$ cat config.mk
export PLATFORM = sky130hd
export DESIGN_NAME = swire_master
export DESIGN_NICKNAME = d
export VERILOG_FILES = /design/src/rtl/swire_pkg.sv /design/src/rtl/swire_us_tick.sv /design/src/rtl/swire_sync2.sv /design/src/rtl/swire_master.sv
export SDC_FILE = /design/constraint.sdc
export NUM_CORES = 1
export LEC_CHECK = 0
export BUFFER_PORTS_ARGS = -buffer_cell sky130_fd_sc_hd__buf_2
export CAP_MARGIN = 0
export CORE_ASPECT_RATIO = 0.75
export CORE_MARGIN = 2
export CORE_UTILIZATION = 40
export DETAILED_ROUTE_END_ITERATION = 10
export PLACE_DENSITY_LB_ADDON = 0.3
export SKIP_LAST_GASP = 1
export SYNTH_ARGS = -nofsm -noshare
export SYNTH_HDL_FRONTEND = slang
export SYNTH_SLANG_ARGS = --single-unit
export TNS_END_PERCENT = 30
$ cat constraint.sdc
create_clock -name clk -period 2.25 [get_ports clk]
set_input_delay 0.225 -clock clk [delete_from_list [all_inputs] [get_ports clk]]
set_output_delay 0.225 -clock clk [all_outputs]
set_load 0.02 [all_outputs]
$ cat src/rtl/swire_pkg.sv
package swire_pkg;
  typedef enum logic [2:0] {
    ST_IDLE,
    ST_RST_LOW,
    ST_RST_LISTEN,
    ST_BIT_LOW,
    ST_BIT_HIGH
  } swire_state_t;

  localparam logic OP_INIT  = 1'b0;
  localparam logic OP_WRITE = 1'b1;

  function automatic int max2(input int a, input int b);
    return (a > b) ? a : b;
  endfunction
endpackage

$ cat src/rtl/swire_us_tick.sv
module swire_us_tick #(
  parameter int CLK_PER_US = 100
) (
  input  logic clk,
  input  logic rst,
  input  logic restart,
  output logic tick
);
  localparam int CW = (CLK_PER_US > 1) ? $clog2(CLK_PER_US) : 1;
  localparam logic [CW-1:0] LAST = CW'(CLK_PER_US - 1);

  logic [CW-1:0] cnt;

  assign tick = (cnt == LAST);

  always_ff @(posedge clk) begin
    if (rst || restart) cnt <= '0;
    else if (tick)      cnt <= '0;
    else                cnt <= cnt + 1'b1;
  end

  generate
    if (CLK_PER_US > 1) begin : g_chk
      a_r1_tick_spaced: assert property (@(posedge clk) disable iff (rst)
        tick |=> !tick);
    end
  endgenerate
endmodule

$ cat src/rtl/swire_sync2.sv
module swire_sync2 (
  input  logic clk,
  input  logic rst,
  input  logic d,
  output logic q
);
  logic meta;

  always_ff @(posedge clk) begin
    if (rst) begin
      meta <= 1'b1;
      q    <= 1'b1;
    end else begin
      meta <= d;
      q    <= meta;
    end
  end
endmodule

$ cat src/rtl/swire_master.sv
module swire_master
  import swire_pkg::*;
#(
  parameter int CLK_PER_US     = 100,
  parameter int RST_LOW_US     = 480,
  parameter int LISTEN_US      = 480,
  parameter int PRES_SAMPLE_US = 70,
  parameter int SLOT_US        = 60,
  parameter int W1_LOW_US      = 6,
  parameter int RECOV_US       = 2,
  parameter int DATA_W         = 8
) (
  input  logic              clk,
  input  logic              rst,
  input  logic              cmd_valid,
  input  logic              cmd_op,
  input  logic [DATA_W-1:0] cmd_data,
  output logic              busy,
  output logic              done,
  output logic              presence,
  output logic              line_drive_low,
  input  logic              line_in
);
  localparam int MAX_US = max2(max2(RST_LOW_US, LISTEN_US),
                               SLOT_US + RECOV_US);
  localparam int US_W   = $clog2(MAX_US + 1);
  localparam int IDX_W  = (DATA_W > 1) ? $clog2(DATA_W) : 1;

  localparam logic [US_W-1:0] LEN_RST    = US_W'(RST_LOW_US - 1);
  localparam logic [US_W-1:0] LEN_LISTEN = US_W'(LISTEN_US - 1);
  localparam logic [US_W-1:0] LEN_SMP    = US_W'(PRES_SAMPLE_US - 1);
  localparam logic [US_W-1:0] LEN_W1_LO  = US_W'(W1_LOW_US - 1);
  localparam logic [US_W-1:0] LEN_W0_LO  = US_W'(SLOT_US - 1);
  localparam logic [US_W-1:0] LEN_W1_HI  = US_W'(SLOT_US - W1_LOW_US + RECOV_US - 1);
  localparam logic [US_W-1:0] LEN_W0_HI  = US_W'(RECOV_US - 1);
  localparam logic [US_W-1:0] W1_LIMIT   = US_W'(W1_LOW_US);
  localparam logic [IDX_W-1:0] LAST_IDX  = IDX_W'(DATA_W - 1);

  swire_state_t      state;
  logic [US_W-1:0]   us_cnt;
  logic [DATA_W-1:0] shreg;
  logic [IDX_W-1:0]  bit_idx;
  logic              tick;
  logic              line_s;
  logic              accept;
  logic              phase_end;
  logic [US_W-1:0]   phase_last;

  assign accept = cmd_valid && !busy;

  swire_us_tick #(.CLK_PER_US(CLK_PER_US)) u_tick (
    .clk(clk), .rst(rst), .restart(accept), .tick(tick)
  );

  swire_sync2 u_sync (
    .clk(clk), .rst(rst), .d(line_in), .q(line_s)
  );

  always_comb begin
    case (state)
      ST_RST_LOW:    phase_last = LEN_RST;
      ST_RST_LISTEN: phase_last = LEN_LISTEN;
      ST_BIT_LOW:    phase_last = shreg[0] ? LEN_W1_LO : LEN_W0_LO;
      ST_BIT_HIGH:   phase_last = shreg[0] ? LEN_W1_HI : LEN_W0_HI;
      default:       phase_last = '0;
    endcase
  end

  assign phase_end = tick && (us_cnt == phase_last) && (state != ST_IDLE);

  always_ff @(posedge clk) begin
    if (rst) begin
      state          <= ST_IDLE;
      us_cnt         <= '0;
      shreg          <= '0;
      bit_idx        <= '0;
      busy           <= 1'b0;
      done           <= 1'b0;
      presence       <= 1'b0;
      line_drive_low <= 1'b0;
    end else begin
      done <= 1'b0;
      case (state)
        ST_IDLE: begin
          if (accept) begin
            busy           <= 1'b1;
            us_cnt         <= '0;
            line_drive_low <= 1'b1;
            if (cmd_op == OP_INIT) begin
              state    <= ST_RST_LOW;
              presence <= 1'b0;
            end else begin
              state   <= ST_BIT_LOW;
              shreg   <= cmd_data;
              bit_idx <= '0;
            end
          end
        end
        ST_RST_LOW: begin
          if (phase_end) begin
            us_cnt         <= '0;
            line_drive_low <= 1'b0;
            state          <= ST_RST_LISTEN;
          end else if (tick) begin
            us_cnt <= us_cnt + 1'b1;
          end
        end
        ST_RST_LISTEN: begin
          if (tick && us_cnt == LEN_SMP) presence <= !line_s;
          if (phase_end) begin
            us_cnt <= '0;
            state  <= ST_IDLE;
            busy   <= 1'b0;
            done   <= 1'b1;
          end else if (tick) begin
            us_cnt <= us_cnt + 1'b1;
          end
        end
        ST_BIT_LOW: begin
          if (phase_end) begin
            us_cnt         <= '0;
            line_drive_low <= 1'b0;
            state          <= ST_BIT_HIGH;
          end else if (tick) begin
            us_cnt <= us_cnt + 1'b1;
          end
        end
        ST_BIT_HIGH: begin
          if (phase_end) begin
            us_cnt <= '0;
            if (bit_idx == LAST_IDX) begin
              state <= ST_IDLE;
              busy  <= 1'b0;
              done  <= 1'b1;
            end else begin
              bit_idx        <= bit_idx + 1'b1;
              shreg          <= shreg >> 1;
              line_drive_low <= 1'b1;
              state          <= ST_BIT_LOW;
            end
          end else if (tick) begin
            us_cnt <= us_cnt + 1'b1;
          end
        end
        default: state <= ST_IDLE;
      endcase
    end
  end

  // a 1 bit never keeps the line low past its short pulse
  a_r4_w1_short: assert property (@(posedge clk) disable iff (rst)
    (state == ST_BIT_LOW && shreg[0]) |-> (us_cnt < W1_LIMIT));

  // completion is a single-cycle pulse with busy already cleared
  a_r8_done_pulse: assert property (@(posedge clk) disable iff (rst)
    done |=> !done);
  a_r8_done_not_busy: assert property (@(posedge clk) disable iff (rst)
    done |-> !busy);

  // a strobe while busy does not restart the sequence
  a_r9_busy_ignore: assert property (@(posedge clk) disable iff (rst)
    (busy && cmd_valid && !phase_end) |=> (state == $past(state)));

  // presence only moves in the listen window or on a new initialization
  a_r3_presence_hold: assert property (@(posedge clk) disable iff (rst)
    (state != ST_RST_LISTEN && !accept) |=> $stable(presence));

  // the line is driven only while busy
  a_r1_drive_busy: assert property (@(posedge clk) disable iff (rst)
    line_drive_low |-> busy);
endmodule

# Yosys cells after proc, flatten, opt, wreduce, memory -nomap -nowiden
# Cells that the tools add are included.
dict set report word_totals {
  ff_bits 36
  latchBits 0
  mem_bits_rw 0
  rom_bits 0
  in_bits 13
  output_inout_bits 4
  elab_cells 99
  n_memories 0
}
dict set report classes {
  n_addsub 3
  n_mul 0
  div_mod_pow 0
  order_cmp 0
  eq_ne 20
  n_shift 0
  mux 41
  bitwise 0
  reduce_logical 24
}
# op count
set ops {}
lappend ops {{2-to-1 mux 8 bit} 4}
lappend ops {{2-to-1 mux 3 bit} 9}
lappend ops {{2-to-1 mux 9 bit} 3}
lappend ops {{one-hot mux 9 bit (3 select lines)} 1}
lappend ops {{AND reduction 5 bit} 4}
lappend ops {{inequality test 2 bit, second input constant} 9}
lappend ops {{one-hot mux 9 bit (2 select lines)} 1}
lappend ops {{one-hot mux 8 bit (2 select lines)} 1}
lappend ops {{one-hot mux 3 bit (5 select lines)} 1}
lappend ops {{2-to-1 mux 1 bit} 12}
lappend ops {{2-to-1 mux 6 bit} 2}
lappend ops {{adder 9 x 1 -> 9 bit, second input constant} 1}
lappend ops {{equality test 9 x 7 -> 1 bit, second input constant} 1}
lappend ops {{equality test 9 bit} 1}
lappend ops {{nonzero test 3 bit} 3}
lappend ops {{adder 7 x 1 -> 7 bit, second input constant} 1}
lappend ops {{equality test 7 bit, second input constant} 1}
lappend ops {{equality test 3 x 2 -> 1 bit, second input constant} 2}
lappend ops {{equality test 3 bit, second input constant} 2}
lappend ops {{one-hot mux 1 bit (3 select lines)} 2}
lappend ops {{one-hot mux 3 bit (2 select lines)} 1}
lappend ops {{nonzero test 2 bit} 3}
lappend ops {{OR reduction 2 bit} 3}
lappend ops {{logical AND 1 bit} 4}
lappend ops {{other kinds (12)} 16}

# Depth between registers and ports, before layout
# Gate-level depths: netlist (run 1).
dict set report depth {
  word_depth 8
  mapped_depth 10
  mapped_depth_nobuf 8
}

# Modules after synthesis
# A second synthesis (run 1) with hierarchy kept.
dict set report unflattened {
  hier_cells 266
  area_unflattened_um2 2250.9
}
# mod n_inst cells_each area_per_inst_um2 seq_area_each_um2
set modules_own_cells {}
lappend modules_own_cells {swire_master 1 228 1886.8 540.5}
lappend modules_own_cells {swire_us_tick 1 34 311.5 140.1}
lappend modules_own_cells {swire_sync2 1 4 52.6 40.0}

# Least setup slack after synthesis (run 1)
# OpenSTA, ideal clock, no wires.
dict set report synth_path {
  kind {register to register}
  start {register state[0]}
  end {register shreg[5]}
  setup_ps 88
  t_arrival_ps 2269
  required_time_ps 2162
  path_slack_ps -107
  path_stages_with_launch 10
  path_buffers 2
  path_cell_list {dfxtp_1 -> buf_6 -> and4bb_1 -> a2111oi_2 -> or3b_1 -> o211ai_2 -> or3_1 -> buf_6 -> mux2_4 -> nor4_2}
}
dict set report synth_via {
  elab_chain_cells 8
}
# element line_no
set synth_rtl {}
lappend synth_rtl {{start: declaration} swire_master.sv:39} ;# swire_state_t state;
lappend synth_rtl {{start signal: assignment} swire_master.sv:73} ;# state <= ST_IDLE;
lappend synth_rtl {{start signal: assignment} swire_master.sv:90} ;# state <= ST_RST_LOW;
lappend synth_rtl {{start signal: assignment} swire_master.sv:93} ;# state <= ST_BIT_LOW;
lappend synth_rtl {{equality test 3 x 2 -> 1 bit / equality test 3 x 1 -> 1 bit (equally long branches)} swire_master.sv:60} ;# case (state)
lappend synth_rtl {{OR reduction 2 bit (no source line)} --}
lappend synth_rtl {{one-hot mux 9 bit (3 select lines)} swire_master.sv:60}
lappend synth_rtl {{equality test 9 bit} swire_master.sv:69} ;# assign phase_end = tick && (us_cnt == phase_last) && (state != ST_IDLE);
lappend synth_rtl {{logical AND 1 bit (2 in series)} swire_master.sv:69}
lappend synth_rtl {{inequality test 2 bit (no source line)} --}
lappend synth_rtl {{AND reduction 5 bit (no source line)} --}
lappend synth_rtl {{end signal: assignment} swire_master.sv:94} ;# shreg <= cmd_data;
lappend synth_rtl {{end signal: assignment} swire_master.sv:137} ;# shreg <= shreg >> 1;
lappend synth_rtl {{end: declaration} swire_master.sv:41} ;# logic [DATA_W-1:0] shreg;
# Several ways; a longest one is shown, not always the timed one.
# A chain may end at the register's enable or synchronous reset.

# Final worst setup path (run 1)
dict set report layout_path {
  start {register state[1]}
  end {register shreg[6]}
}
# Same word-level chain as after synthesis.

==> flow_summary.toml, run 1 <==
[worst_setup_path]
crit_top_cell = "buf_6"
worst-endpoint-required_ns = 2.46
rrSetupSlack_ns = -0.15
path_max_fanout = 6
crit_buf_inv = 3
cp_cell_sequence = "buf_6 -> buf_6 -> nor3_4 -> nor2_2 -> o2111ai_4 -> nand4_4 -> or3_4 -> buf_4 -> mux2_4 -> nor4_2"
criticalPathCategory = "reg -> reg"
critPathTopFamily = "simple AND/OR/NAND/NOR gates"
max_stage_delay_ns = 0.43
end_kind = "register"
crit_arrival_ns = 2.61
worstSetupStartpointType = "register"
slowest_stage = "or3_4"

[logic_synthesis]
synth-seq-cells = 36
synth-edff-count = 0
avgSynthCellArea_sq_um = 8.297
synth_ff_type = "dfxtp_1"
synthArstFlopShare_pct = 0
netlist_instances = 282
syn-num-nets = 300
yosysWarnings = 0
synth-seq-area-share_pct = 30.80
ys_types = 60
syn_area_sq_um = 2340

[cells_and_area]
final_cell_mix = "buf_4, nor2_1, dfxtp_1"
nets = 358
finalInstanceArea_sq_um = 3083
insertedDiodeCount = 0
final_common_cell = "buf_4"
fin_util_pct = 53.75
syn_to_final_growth_pct = 31.76
drive_gt1_share_pct = 34.31

[sta]
finalSetupViolations = 15
finalCritPeriodShare_pct = 106.6
worst_pin_slew_ns = 0.6348
rsz0062_at_grt = "yes"
max_freq_mhz = 417.0
maxSlewHeadroom_pct = 56.59
hold_viol_final = 0
fin_skew_ns = 0.007464
slew_viol_final = 0
setup_slack_ns = -0.1484
setup_tns_ns = -0.8733
fin_crit_ns = 2.398

[clock_network]
htree_levels = 2
cts_max_path_buffers = 2
cts_tree = "yes"
clk_pin_slew_worst_paths_ns = 0.08
clk_latency_ns = 0.30
cts.sinks = 36
clockRootBuffer = "clkbuf_8"
numCtsBuffers = 5

[pwr]
p_sw_mw = 0.6744
ir_drop_v = 0.0003463
combPwrFrac_pct = 36.7
intPower_mw = 1.385
swShare_pct = 32.74
total_power_mw = 2.060
power.leakage_nw = 1.248
pwr-share-clk_pct = 28.4
powerDensity_nw_per_um2 = 668.1
seqPwrFrac_pct = 34.9

[placement]
dpl.hpwl_um = 4311
dpl_cell_area_sq_um = 2759
dp_slack_ns = -0.2410
io_buffers = 16
place_congestion = 0.8823

[floorplanning]
fp.dieH_um = 70.24
die_x_um = 92.31
rows = 24
start_util_pct = 40.79
core_area_sq_um = 5736
dieArea_sq_um = 6483
io-pin-count = 17

[grt]
grt_max_degree = 25
grtUsageMet3_pct = 5.502
antenna_found_initial = 0
gr-max-usage-layer = "met2"
grt_pass1_vias = 2128
gr-usage-all-layers_pct = 19.68
grt_util_met1_pct = 28.37
use_met2_pct = 29.52
grt-ovfl-total = 0
grt_pass1_wl_um = 10160

[detailed_routing]
viasPerCell = 5.372
num_vias = 2251
wirelength_um = 6147
routedWlPerCell_um = 14.67
dr.pass1.iters = 4
route.detailed.drc = 0
ant_nets = 0
initialDrtViolationCount = 127

[job]
cap_viol_max_count = 0

[min_path]
min_path_type = "in -> reg"

[status]
status = "finished, violations left"
violations = "setup timing"
-- sequential cells by signal, summed over array words and instances, names as in the netlist --
register / flops
bit_idx: 3
state: 3
us_cnt: 9
done: 1
line_drive_low: 1
presence: 1
u_sync.meta: 1
shreg: 8
u_tick.cnt: 7
u_sync.q: 1
busy: 1
-- repair_timing --
| item | CTS | global route |
|---|---|---|
| buffers inserted | 6 | 4 |
| endpoints found under the setup margin | 21 | 23 |
| pin swaps | 11 | 10 |
| hold buffers | 0 | 0 |
| hold endpoints to repair | 0 | 0 |
| resized for setup | 21 | 13 |
-- synth_stat cells, drive strengths merged, types with 5 or more instances --
master  number  area, sq um
dfxtp       36        720.7
nor2        36        135.1
nand2       26        97.59
nor3        15        75.07
clkbuf      12        45.04
o21ai       12        60.05
nand3       11        55.05
nor4        10        96.35
a21oi        9        45.04
inv          9        33.78
buf          7        65.05
xnor2        7        61.31
nand2b       6        37.54
nand4        6        52.55
ha           5        62.56
mux2i        5        50.05
nor3b        5        58.80
or3          5        31.28
-- kinds of logic (layout without fill, tap and decap cells) --
| kind of cell | count (synthesis) | count (layout) | share of synthesized area, % |
|---|---|---|---|
| muxes | 8 | 8 | 4.064 |
| DFF | 36 | 36 | 30.80 |
| adders and majority gates | 5 | 5 | 2.674 |
| AOI/OAI and AO/OA | 55 | 55 | 18.07 |
| buffers and inverters | 28 | 87 | 6.149 |
| xor gates and xnor gates | 11 | 11 | 4.706 |
| and+or+nand+nor | 139 | 139 | 33.53 |
-- per-layer routing --
metal / up-vias / wire length, um
met5: - / 0
met4: 0 / 40
met3: 4 / 359
met2: 58 / 2610
met1: 1060 / 3137
li1: 1129 / -
-- metrics by stage --
stage                     hold slack [ns]  instances
after floorplan                    0.3288        282
after global placement             0.3933        401
after detailed placement           0.3976        401
after CTS                          0.1014        415
after global routing              0.09886        419
final                              0.1098        419
-- final timing paths --
path,from,endpoint,cells past startpoint
max reg2reg,state[1]$_SDFFE_PP0P_,shreg[6]$_SDFFE_PP0P_,10
min,line_in,u_sync.meta$_SDFF_PP1_,2
max,state[1]$_SDFFE_PP0P_,shreg[6]$_SDFFE_PP0P_,10
min reg2reg,u_sync.meta$_SDFF_PP1_,u_sync.q$_SDFF_PP1_,1
-- worst register-to-register path, delay by kind of cell, from the launching register on --
kind                   cells  cell delay [ns]
buffers and inverters      3             0.41
AO/OA/AOI/OAI              1             0.23
multiplexers               1             0.29
flip-flops                 1             0.39
AND/OR/NAND/NOR            5             0.99
-- area by class of cell --
| type | instances | area (sq um) |
|---|---|---|
| Multi-Input combinational cell | 218 | 1589 |
| Sequential cell | 36 | 732.0 |
| Clock inverter | 3 | 42.54 |
| Clock buffer | 5 | 68.82 |
| Tap cell | 78 | 97.59 |
| Timing Repair Buffer | 70 | 519.2 |
| Fill cell | 511 | 2653 |
| Inverter | 9 | 33.78 |
-- power by group through the flow --
stage / Combinational (mW) / Sequential [mW] / Clock, mW
2_1_floorplan: 0.394 / 0.729 / 0
3_3_place_gp: 0.583 / 0.729 / 0
3_5_place_dp: 0.586 / 0.733 / 0
4_1_cts: 0.684 / 0.716 / 0.604
5_1_grt: 0.811 / 0.724 / 0.629
6_report: 0.756 / 0.718 / 0.586
No activity file was read; power rests on OpenSTA's default activity.
==> run 2, diff against run 1 <==
Settings changed: ABC_AREA set to 1.
==> flow_summary.toml, run 2 <==
[clock_network]
cts-hold-fix-buffers = 0
clk_latency_ns = 0.29
cts_max_path_buffers = 2
numCtsBuffers = 5
clk_pin_slew_worst_paths_ns = 0.07
htree_levels = 2
clockRootBuffer = "clkbuf_8"
cts_tree = "yes"
cts.sinks = 36

[cells_and_area]
top_regs = "us_cnt (9), shreg (8), u_tick.cnt (7)"
nets = 374
fin_util_pct = 47.87
final_cell_mix = "nand2_1, nor2_1, dfxtp_1"
drive_gt1_share_pct = 20.45
largest_reg_flops = 9
final_common_cell = "nand2_1"
syn_to_final_growth_pct = 16.68
top_register = "us_cnt"
fillers = 541
insertedDiodeCount = 0

[sta]
hold_viol_final = 0
finalCritPeriodShare_pct = 91.16
fin_crit_ns = 2.051
fin_skew_ns = 0.006778
slew_viol_final = 0
setup_tns_ns = 0
finalSetupViolations = 0
worst_pin_slew_ns = 0.4563
maxSlewHeadroom_pct = 69.58
max_freq_mhz = 487.5

[min_path]
hold_depth = 2
min_path_type = "in -> reg"

[worst_setup_path]
cp_cell_sequence = "inv_1 -> nand3_4 -> nand2_4 -> inv_2 -> nor2_1 -> nor2_1 -> nor2_1 -> nand2_1 -> nor2_2 -> nand2_2 -> o21ai_4 -> buf_12 -> nand3_1 -> a21oi_1"
cp.depth = 14
worstSetupStartpointType = "register"
crit_buf_inv = 3
crit_arrival_ns = 2.28
max_stage_delay_ns = 0.35
slowest_stage = "dfxtp_1"
rr_worst_depth = 14
crit_top_cell = "nor2_1"
criticalPathCategory = "reg -> reg"
end_kind = "register"
path_max_fanout = 13
critPathTopFamily = "simple AND/OR/NAND/NOR gates"
worst-endpoint-required_ns = 2.47

[pwr]
total_power_mw = 3.261
power.leakage_nw = 1.061
ir_drop_v = 0.0008079
powerDensity_nw_per_um2 = 1293

[floorplanning]
start_util_pct = 41.03
io-pin-count = 17
core_area_sq_um = 5266
fp.dieH_um = 67.65
die_x_um = 88.87
dieArea_sq_um = 6012
rows = 23

[detailed_routing]
ant_nets = 0
routedWlPerCell_um = 11.25
dr.pass1.iters = 4
num_vias = 2079
viasPerCell = 4.813
route.detailed.drc = 0
wirelength_um = 4859
initialDrtViolationCount = 165

[placement]
io_buffers = 16
place_congestion = 0.8898
dpl.hpwl_um = 3659

[logic_synthesis]
avgSynthCellArea_sq_um = 6.568
yosysTopAreaCell = "dfxtp_1"
ys_types = 35
synth_top_area_share_pct = 33.35
synth-seq-area-share_pct = 33.35
synth_commonest_cells = "nand2_1, nor2_1, dfxtp_1"
syn-num-nets = 347
synth-edff-count = 0
synth-seq-cells = 36
syn_area_sq_um = 2161
synthArstFlopShare_pct = 0
yosysMostFrequentCell = "nand2_1"
yosysWarnings = 0
netlist_instances = 329
synth_area_leaders = "dfxtp_1, nand2_1, nor2_1, nand3_1, a21oi_1"
synth_ff_type = "dfxtp_1"

[grt]
antenna_found_initial = 0
grt_max_degree = 26
grt-ovfl-total = 0
gr-usage-all-layers_pct = 17.41
grt_pass1_wl_um = 8176
grt_pass1_vias = 1779

[job]
cap_viol_max_count = 0

[status]
status = "complete, no violations"
## run 2: worst paths after layout
kind,slack (ns),endpoint,start
min,0.12,u_sync.meta$_SDFF_PP1_,line_in
max,0.20,shreg[6]$_SDFFE_PP0P_,state[0]$_SDFFE_PP0P_
max reg2reg,0.20,shreg[6]$_SDFFE_PP0P_,state[0]$_SDFFE_PP0P_
min reg2reg,0.42,u_sync.q$_SDFF_PP1_,u_sync.meta$_SDFF_PP1_
## run 2: metal layers
| layer | vias to the layer above | part of all wire [%] | track usage [%] |
|---|---|---|---|
| li1 | 1120 | - | - |
| met1 | 908 | 54 | 27.50 |
| met2 | 47 | 39 | 23.23 |
| met3 | 4 | 5.7 | 3.667 |
| met4 | 0 | 0.64 | 4.545 |
| met5 | - | 0 | 0 |
## run 2: area by class of cell
cell class / instances / area [sq um] / share of cell area (%)
tap: 75 / 93.84 / 3.722
clock inverter: 2 / 35.03 / 1.390
sequential: 36 / 721.9 / 28.64
inverter: 36 / 135.1 / 5.360
multi-input combinational: 250 / 1287 / 51.07
timing repair buffer: 27 / 175.2 / 6.948
clock buffer: 6 / 72.57 / 2.878
## run 2: power breakdown
part           switching [mW]  total (mW)  internal [mW]  leakage (nW)
sequential              0.111       0.883          0.773         0.294
combinational            1.17        1.80          0.636         0.712
clock                   0.244       0.573          0.329        0.0552
total                    1.52        3.26           1.74          1.06
## run 2: worst register-to-register path: cells and delay by family, from the launching register on
kind / cells / cell delay (ns)
flops: 1 / 0.35
buf+inv: 3 / 0.34
simple gates: 9 / 0.97
compound gates: 2 / 0.33
## run 2: cell families after synthesis
logic type / synth area share [%]
buffers and inverters: 7.933
AND/OR/NAND/NOR: 42.56
adder cells (fa/ha/maj): 2.895
AO/OA/AOI/OAI: 11.23
flip-flops: 33.35
XOR/XNOR: 2.027
## run 2: metrics by stage
stage | hold slack, ns | setup slack (ns) | cell area, sq um | instances
floorplan | 0.3288 | 0.3497 | 2161 | 329
global placement | 0.3908 | 0.1000 | 2379 | 422
detailed placement | 0.4026 | 0.1136 | 2379 | 422
CTS | 0.1091 | 0.07724 | 2486 | 430
global route | 0.1117 | -0.002189 | 2521 | 432
finish | 0.1152 | 0.1989 | 2521 | 432
## run 2: timing repair
item                                    in CTS  in global routing
endpoints found under the setup margin       0                 15
gates resized for setup                      0                  7
endpoints found under the hold margin        0                  0
setup buffers                                0                  2
==> run 3, diff against run 2 <==
Settings changed: CORE_UTILIZATION 40 to 54.
==> flow_summary.toml, run 3 (synthesized netlist as in run 2, its figures left out) <==
[worst_setup_path]
rr_worst_depth = 15
worst-endpoint-required_ns = 2.44
startpoint = "state[2]$_SDFFE_PP0P_"
criticalPathCategory = "reg -> reg"
path_max_fanout = 8
worstSetupStartpointType = "register"
end_kind = "register"
crit_arrival_ns = 2.32
timing.rr.start = "state[2]$_SDFFE_PP0P_"

[clock_network]
cts-hold-fix-buffers = 0
clockRootBuffer = "clkbuf_8"
cts.sinks = 36
cts_tree = "yes"
cts_max_path_buffers = 2
post_cts_buffers = 0
clk_pin_slew_worst_paths_ns = 0.07
htree_levels = 2
clk_latency_ns = 0.29
numCtsBuffers = 5

[sta]
fin_skew_ns = 0.007610
slew_viol_final = 0
maxSlewHeadroom_pct = 64.42
hold_slack_ns = 0.1168
max_freq_mhz = 468.3
finalCritPeriodShare_pct = 94.91
worst_pin_slew_ns = 0.5338
fin_crit_ns = 2.135
finalSetupViolations = 0
hold_viol_final = 0
setup_tns_ns = 0

[detailed_routing]
dr.pass1.iters = 5
initialDrtViolationCount = 205
ant_nets = 0
wirelength_um = 5132
route.detailed.drc = 0
viasPerCell = 5.424
routedWlPerCell_um = 12.64
num_vias = 2202

[grt]
grt-ovfl-total = 0
grt_pass1_wl_um = 8652
antenna_found_initial = 0
grt_pass1_vias = 1888
grt_max_degree = 26
gr-usage-all-layers_pct = 23.88

[cells_and_area]
top_regs = "us_cnt (9), shreg (8), u_tick.cnt (7)"
layout.cells.non_filler = 406
insertedDiodeCount = 0
syn_to_final_growth_pct = 13.49
nets = 371
final_common_cell = "nand2_1"
final_cell_mix = "nand2_1, nor2_1, dfxtp_1"
top_register = "us_cnt"
drive_gt1_share_pct = 21.19
largest_reg_flops = 9
fillers = 361

[placement]
place_inst = 398
dpl.hpwl_um = 3761
io_buffers = 16
place_congestion = 0.9069

[min_path]
hold_depth = 2
min_path_type = "in -> reg"
worstHoldStart = "line_in"

[floorplanning]
core_area_sq_um = 3756
fp.dieH_um = 58.78
rows = 19
io-pin-count = 17
start_util_pct = 57.53
dieArea_sq_um = 4529
die_x_um = 77.05

[pwr]
powerDensity_nw_per_um2 = 1303
power.leakage_nw = 1.028
ir_drop_v = 0.0009033

[status]
status = "complete, no violations"

[job]
cap_viol_max_count = 0
==> run 3: worst paths after layout <==
| path | endpoint | slack [ns] |
|---|---|---|
| hold reg to reg | u_sync.q$_SDFF_PP1_ | 0.42 |
| hold / removal | u_sync.meta$_SDFF_PP1_ | 0.12 |
| setup reg to reg | bit_idx[2]$_SDFFE_PP0P_ | 0.11 |
| setup / recovery | bit_idx[2]$_SDFFE_PP0P_ | 0.11 |
==> run 3: area by class of cell <==
type | count | area (sq um) | share of cell area (%)
Sequential cell | 36 | 724.4 | 29.54
Clock buffer | 7 | 86.33 | 3.520
Inverter | 36 | 135.1 | 5.510
Timing Repair Buffer | 24 | 140.1 | 5.714
Clock inverter | 1 | 7.507 | 0.3061
Multi-Input combinational cell | 250 | 1294 | 52.76
Tap cell | 52 | 65.06 | 2.653
==> run 3: report_power, final <==
part	total (mW)	internal (mW)	switching, mW
combinational	1.81	0.614	1.20
sequential	0.895	0.776	0.119
clock	0.490	0.249	0.241
total	3.20	1.64	1.56
==> run 3: critical path, stage by stage, from the launching register on <==
cell	delay, ns
dfxtp_2	0.38
inv_2	0.11
nand3_4	0.14
nand2_4	0.15
inv_2	0.05
nor2_1	0.10
nor2_1	0.07
nor2_2	0.15
nand2_1	0.11
nor2_4	0.13
nand2_2	0.09
o21ai_4	0.17
buf_4	0.18
nand3_1	0.07
nand2_1	0.08
nor2_1	0.04
==> run 3: through the flow <==
stage	cell area (sq um)	utilization (%)	setup WS, ns	total power, mW
final	2452	65.29	0.1146	3.196
after global routing	2452	65.29	-0.002983	3.456
after CTS	2427	64.62	0.03346	3.134
after detailed placement	2330	62.03	-0.008251	2.637
after global placement	2330	62.03	0.08786	2.586
after floorplan	2161	-	0.3497	2.221
==> run 3: timing repair <==
action / in CTS / in global routing
resized for setup: 2 / 10
cloned: 0 / 0
endpoints found under the setup margin: 2 / 16
hold endpoints to repair: 0 / 0
pin swaps: 0 / 2
==> run 3: layer usage <==
metal | vias up | GRT usage (%) | part of all wire (%)
met2 | 99 | 34.46 | 41
li1 | 1117 | - | -
met3 | 14 | 4.755 | 6.8
met4 | 0 | 8.418 | 1.6
met5 | - | 0 | 0
met1 | 972 | 35.56 | 51
